`src/rtl/irq_nest_ctrl.sv`:
```
module irq_nest_ctrl #(
  parameter int NSRC = 7,
  parameter logic [NSRC-1:0] EDGE_MASK = 7'b0000101,
  localparam int IW = $clog2(NSRC)
) (
  input  logic            clk,
  input  logic            rst_n,
  input  logic [NSRC-1:0] irq_req_i,
  input  logic            cfg_wr_i,
  input  logic            cfg_sel_i,
  input  logic [7:0]      cfg_wdata_i,
  output logic [7:0]      cfg_rdata_o,
  input  logic            cpu_ack_i,
  input  logic            cpu_reti_i,
  output logic            irq_o,
  output logic [IW-1:0]   irq_vec_o,
  output logic            svc_hi_o,
  output logic            svc_lo_o
);

  logic [NSRC-1:0] en_q, prio_q, req_q, edge_q, pend, act, hi_act, lo_act;
  logic            glb_en;
  logic [IW-1:0]   win_idx;
  logic            win_hi, grant;

  function automatic logic [IW-1:0] first_set(input logic [NSRC-1:0] v);
    first_set = '0;
    for (int i = NSRC-1; i >= 0; i--)
      if (v[i]) first_set = IW'(i);
  endfunction

  always_ff @(posedge clk or negedge rst_n) begin
    if (!rst_n) begin
      en_q   <= '0;
      glb_en <= 1'b0;
      prio_q <= '0;
    end else if (cfg_wr_i) begin
      if (cfg_sel_i) prio_q <= cfg_wdata_i[NSRC-1:0];
      else begin
        en_q   <= cfg_wdata_i[NSRC-1:0];
        glb_en <= cfg_wdata_i[7];
      end
    end
  end

  always_comb begin
    cfg_rdata_o = '0;
    if (cfg_sel_i) cfg_rdata_o[NSRC-1:0] = prio_q;
    else begin
      cfg_rdata_o[NSRC-1:0] = en_q;
      cfg_rdata_o[7]        = glb_en;
    end
  end

  assign pend   = (EDGE_MASK & edge_q) | (~EDGE_MASK & irq_req_i);
  assign act    = pend & en_q & {NSRC{glb_en}};
  assign hi_act = act & prio_q;
  assign lo_act = act & ~prio_q;
  assign win_hi = |hi_act;
  assign win_idx = win_hi ? first_set(hi_act) : first_set(lo_act);
  assign irq_o  = !svc_hi_o && (win_hi || (!svc_lo_o && |lo_act));
  assign grant  = cpu_ack_i && irq_o;

  always_ff @(posedge clk or negedge rst_n) begin
    if (!rst_n) begin
      req_q  <= '0;
      edge_q <= '0;
    end else begin
      req_q <= irq_req_i;
      for (int i = 0; i < NSRC; i++)
        if (irq_req_i[i] && !req_q[i])         edge_q[i] <= 1'b1;
        else if (grant && win_idx == IW'(i))   edge_q[i] <= 1'b0;
    end
  end

  always_ff @(posedge clk or negedge rst_n) begin
    if (!rst_n) begin
      svc_hi_o  <= 1'b0;
      svc_lo_o  <= 1'b0;
      irq_vec_o <= '0;
    end else if (grant) begin
      irq_vec_o <= win_idx;
      if (win_hi) svc_hi_o <= 1'b1;
      else        svc_lo_o <= 1'b1;
    end else if (cpu_reti_i) begin
      if (svc_hi_o) svc_hi_o <= 1'b0;
      else          svc_lo_o <= 1'b0;
    end
  end

endmodule


```
`config.mk`:
```
export PLATFORM = sky130hd
export DESIGN_NAME = irq_nest_ctrl
export DESIGN_NICKNAME = d
export VERILOG_FILES = /design/src/rtl/irq_nest_ctrl.sv
export SDC_FILE = /design/constraint.sdc
export NUM_CORES = 1
export LEC_CHECK = 0
export BUFFER_PORTS_ARGS = -buffer_cell sky130_fd_sc_hd__buf_2
export CAP_MARGIN = 30
export CORE_MARGIN = 2
export CORE_UTILIZATION = 45
export DETAILED_ROUTE_END_ITERATION = 8
export PLACE_DENSITY = 0.7
export SYNTH_ARGS = -nofsm -noshare
export SYNTH_HDL_FRONTEND = slang
export SYNTH_SLANG_ARGS = --single-unit
```
`constraint.sdc`:
```
create_clock -name clk -period 4.6 [get_ports clk]
set_clock_uncertainty 0.2 [all_clocks]
set_input_delay 0.46 -clock clk [delete_from_list [all_inputs] [get_ports clk]]
set_output_delay 0.46 -clock clk [all_outputs]
set_load 0.05 [all_outputs]
```
Yosys cells after proc, flatten, opt, wreduce, memory -nomap -nowiden

Cells that the tools add are included.

Bits in registers: 25
Logic and storage cells: 70

Equality and inequality tests: 4
Mux-type cells: 28
Bitwise gates (word level): 7
Reductions and logical operators: 22

Operators with widths:

| cell                                                  | count |
|---|---|
| 2-to-1 mux 3 bit                                      | 15 |
| AND 7 bit                                             | 4 |
| OR reduction 7 bit                                    | 2 |
| 2-to-1 mux 1 bit                                      | 12 |
| logical AND 1 bit                                     | 7 |
| 2-to-1 mux 7 bit                                      | 1 |
| inverter 7 bit                                        | 1 |
| OR 3 x 7 -> 7 bit                                     | 1 |
| AND reduction 2 bit                                   | 3 |
| nonzero test 2 bit                                    | 3 |
| logical NOT 1 bit                                     | 4 |
| inequality test 2 bit, second input constant          | 2 |
| == test 3 x 2 -> 1 bit, second input constant         | 1 |
| logical NOT 3 bit                                     | 1 |
| AND reduction 3 bit                                   | 1 |
| inequality test 2 x 1 -> 1 bit, second input constant | 1 |
| logical OR 1 bit                                      | 1 |
| inverter 1 bit                                        | 1 |

Longest topological paths before layout

Depth after elaboration: 16
Depth in mapped cells: 8
Mapped depth without buffers: 6

Worst setup path before layout

OpenSTA, ideal clock, no wires.

Kind: input to output
Start: input port irq_req_i[1]
End: output port irq_o
Data arrival time: 1.748 ns
Path slack: 2.192 ns
Cell stages on the path: 5
Buffers on the path: 0
Cell sequence: and4b_1 nor4_2 nor2b_2 o21a_1 nor2_1

Cells in the longest elaborated chain, start to end: 8
Elaborated cells on any way between the ends: 10

RTL lines:

| item                       | line | RTL |
|---|---|---|
| from (decl)                | 8    | `input logic [NSRC-1:0] irq_req_i,` |
| OR 3 x 7 -> 7 bit (*)      | 55   | `assign pend = (EDGE_MASK & edge_q) \| (~EDGE_MASK & irq_req_i);` |
| AND 7 bit (*) (2 in a row) | 56   | `assign act = pend & en_q & {NSRC{glb_en}};` |
| AND 7 bit                  | 58   | `assign lo_act = act & ~prio_q;` |
| OR reduction 7 bit         | 61   | `assign irq_o = !svc_hi_o && (win_hi \|\| (!svc_lo_o && \|lo_act));` |
| logical AND 1 bit          | 61   |  |
| logical OR 1 bit (*)       | 61   |  |
| logical AND 1 bit (*)      | 61   |  |
| to (decl)                  | 15   | `output logic irq_o,` |

Every way passes the cells marked *; elsewhere a longest branch is shown, timed or not.

Worst setup path after layout

Start: register glb_en
End: output port irq_o

Cells in the longest elaborated chain, start to end: 6
Elaborated cells on any way between the ends: 8

RTL lines:

| item                   | line | RTL |
|---|---|---|
| from (decl)            | 22   | `logic glb_en;` |
| from (signal assigned) | 41   | `glb_en <= cfg_wdata_i[7];` |
| AND 7 bit (*)          | 56   |  |
| AND 7 bit              | 58   |  |
| OR reduction 7 bit     | 61   |  |
| logical AND 1 bit      | 61   |  |
| logical OR 1 bit (*)   | 61   |  |
| logical AND 1 bit (*)  | 61   |  |

Marks and branches as above.

==> summary.txt <==
Cell Pwr Density -> 497 nW/um^2
Crit path largest cell delay -> 0.58 ns
number of global-route vias before repair -> 1034
NetSw -> 350 uW
Worst VDD drop -> 0.306 mV
Routability Congestion -> 0.899
routed wire length -> 2.92 mm
WHS -> 0.0445 ns
clock insertion delay at the later pin of the skew report -> 0.32 ns
final number of setup-violating endpoints -> 0
Post CTS Setup Buffer Count -> 0
hpwl dp -> 2.25 mm
minimum clock period -> 2.91 ns
initial cell density of the core -> 48.1%
TritonCTS clock tree -> done
Fmax achieved -> 344 MHz
CTS Buf Count -> 3
Synthesized Nets -> 137
CP Cell Sequence -> and4b_1 -> nor4_2 -> nor2b_2 -> o21a_1 -> nor2_1 -> buf_2
residual DRC count -> 0
Horiz. Die Dim -> 58.7 um
post-synth cell types -> 38
unrepaired setup endpoints after global routing -> no
Clk pin slew, worst setup/hold paths -> 0.13 ns
fill cell count -> 240
WL per Instance -> 16.1 um
Avg Cell Area, Syn -> 11.6 sq um
vias -> 1058
share of cells above drive strength 1 -> 45.7%
Cells after Synth -> 116
I/O Buffers -> 34
Pint -> 431 uW
min-delay worst type -> input pin to flip-flop
Synth Area in XOR/XNOR -> 0%
Crit path buffers/inverters -> 1
Site Rows -> 19
core area -> 2810 sq um
Die Y -> 58.7 um
global-route wire length before repair -> 4.80 mm
Compound-Gate Fraction of Synth Area -> 10.9%
CP max stage cell -> dfrtp_1
crit start category -> flip-flop
met2 wire length -> 1.44 mm
Logic pwr share -> 46.8%
crit path kind -> flip-flop to output pin
met3 wire length -> 131 um
status -> finished, final reports clean
Netlist Area Pre-Place -> 1350 sq um
Synth Area in Adders -> 0%
grt total ovfl -> 0
NumNets Final -> 173
Synth Flop Type -> dfrtp_1
CP top delay family -> simple AND/OR/NAND/NOR gates
Tot Pwr -> 780 uW
DR pass1 iterations -> 4
die area -> 3450 sq um
Ys Warns -> 0
Vias/cell -> 5.81
max-slew violations -> 0
area grow syn2layout -> 16.4%
setup_tns -> 0 ns
worst path arrival time -> 2.25 ns
post-synthesis async set-or-reset flop share -> 100%
Worst Tran Pin Value -> 0.786 ns
DRT iter0 DRCs -> 11
Sink Count -> 24
register area share after synthesis -> 44.5%
H-tree depth -> 1
max_cap viols -> 0
Root Buffer Master -> clkbuf_4
largest family of logic cells by synthesized area -> simple AND/OR/NAND/NOR gates
Clk pwr share -> 14.2%
Leak -> 0.748 nW
Seq pwr share -> 39.0%
Crit. End Element -> output pin
Yosys reg bits -> 24
Post-Synth Simple-Gate Area -> 20.9%
period utilization -> 63.2%
largest net degree at the start of global routing -> 25
Worst slew margin -> 47.5%
mux cell area share after synthesis -> 20.0%
Net Sw Frac -> 44.8%
number of synthesized flops with an enable pin -> 0
initial antenna violation count -> 0
I/O Pins -> 35
Total GRT Usage -> 18.5%
uppermost layer routed -> met4
DRT antenna net count -> 0
Max clock buf depth -> 2
count of final hold-check violations -> 0
met1 wire length -> 1.30 mm
Ant. Diodes -> 0
CP required -> 3.94 ns
crit-path max FO -> 18
-- worst register-to-register path: stages, from the launching register on --
cell and delay [ns]:
dfrtp_1 0.58, and4b_1 0.34, nor4_2 0.36, nor2b_2 0.24, o22ai_2 0.13, mux2_1 0.34
-- metal layers --
metal | global-route usage, % | vias up
li1 | - | 513
met1 | 23.2 | 514
met2 | 31.1 | 24
met3 | 4.18 | 7
met4 | 6.49 | 0
met5 | 0 | -
-- registers in the layout, indices dropped and copies added, names as in the netlist --
| register | flops |
|---|---|
| irq_vec_o | 3 |
| edge_q | 2 |
| glb_en | 1 |
| svc_hi_o | 1 |
| svc_lo_o | 1 |
| req_q | 2 |
| en_q | 7 |
| prio_q | 7 |
-- placed cells by master (no fill, tap or decap), types with 2 or more instances in the layout --
cell type,Yosys,layout
buf_2,0,34
dfrtp_1,24,24
mux2_2,23,23
nand4_1,8,8
nand2_1,8,8
and4b_1,4,4
nor2b_1,4,4
inv_1,4,4
nand3_1,3,3
nor2_1,3,3
clkbuf_4,0,3
nand4b_1,2,2
nor3_1,2,2
and4_1,2,2
a21oi_1,2,2
o21ai_0,2,2
-- timing repair --
action | 4_1_cts | 5_1_grt
resized for setup | 0 | 0
hold buffers | 1 | 0
endpoints found under the hold margin | 24 | 0
-- cells in the mapped netlist, types with 2 or more instances --
cell,n,area share [%]
nand3_1,3,1.1
a21oi_1,2,0.74
nand4_1,8,3.7
nor2b_1,4,1.9
clkbuf_1,2,0.56
o21ai_0,2,0.74
and4_1,2,1.3
nor2_1,3,0.83
nor3_1,2,0.74
dfrtp_1,24,45
inv_1,4,1.1
nand2_1,8,2.2
and4b_1,4,3.0
mux2_2,23,19
nand4b_1,2,1.3
-- logic make-up (layout without fill, tap and decap cells) --
kind of cell	after synthesis	after routing
AOI/OAI and AO/OA	18	18
and+or+nand+nor	42	42
buffers and inverters	8	43
DFF	24	24
muxes	24	24
-- path summary, 6_finish.rpt --
| check | from | end | slack [ns] | cells past startpoint |
|---|---|---|---|---|
| max | glb_en | irq_o | 1.69 | 6 |
| max in group asynchronous | rst_n | irq_vec_o[0] | 3.39 | 2 |
| min reg2reg | req_q[2] | edge_q[2] | 0.30 | 1 |
| min | irq_req_i[0] | req_q[0] | 0.04 | 1 |
| max reg2reg | glb_en | irq_vec_o[2] | 2.30 | 5 |
| min in group asynchronous | rst_n | en_q[5] | 0.44 | 2 |
-- power groups by stage --
| stage | clock (mW) | combinational, mW | sequential (mW) |
|---|---|---|---|
| after floorplan | 0 | 0.228 | 0.364 |
| after global placement | 0 | 0.361 | 0.303 |
| after detailed placement | 0 | 0.365 | 0.308 |
| after CTS | 0.116 | 0.366 | 0.303 |
| after global routing | 0.125 | 0.392 | 0.312 |
| final | 0.111 | 0.365 | 0.304 |
-- stage by stage --
stage          area, sq um  std cells  utilization, %  setup slack (ns)
5_1_grt               1570        182            56.0              1.62
4_1_cts               1570        182            56.0              1.74
2_1_floorplan         1350        116               -              2.19
3_5_place_dp          1520        177            54.3              2.11
6_report              1570        182            56.0              1.69
3_3_place_gp          1520        177            54.3              2.18
-- layout make-up --
type                    instances  area [sq um]  share of cell area, %
flip-flops and latches         24           601                   38.2
repair buffers                 35           180                   11.5
multi-input cells              84           699                   44.5
clock buffers                   4          36.3                   2.31
inverters                       4          15.0                  0.956
well taps                      31          38.8                   2.47
Note: power is estimated with default switching activity, not from simulation.
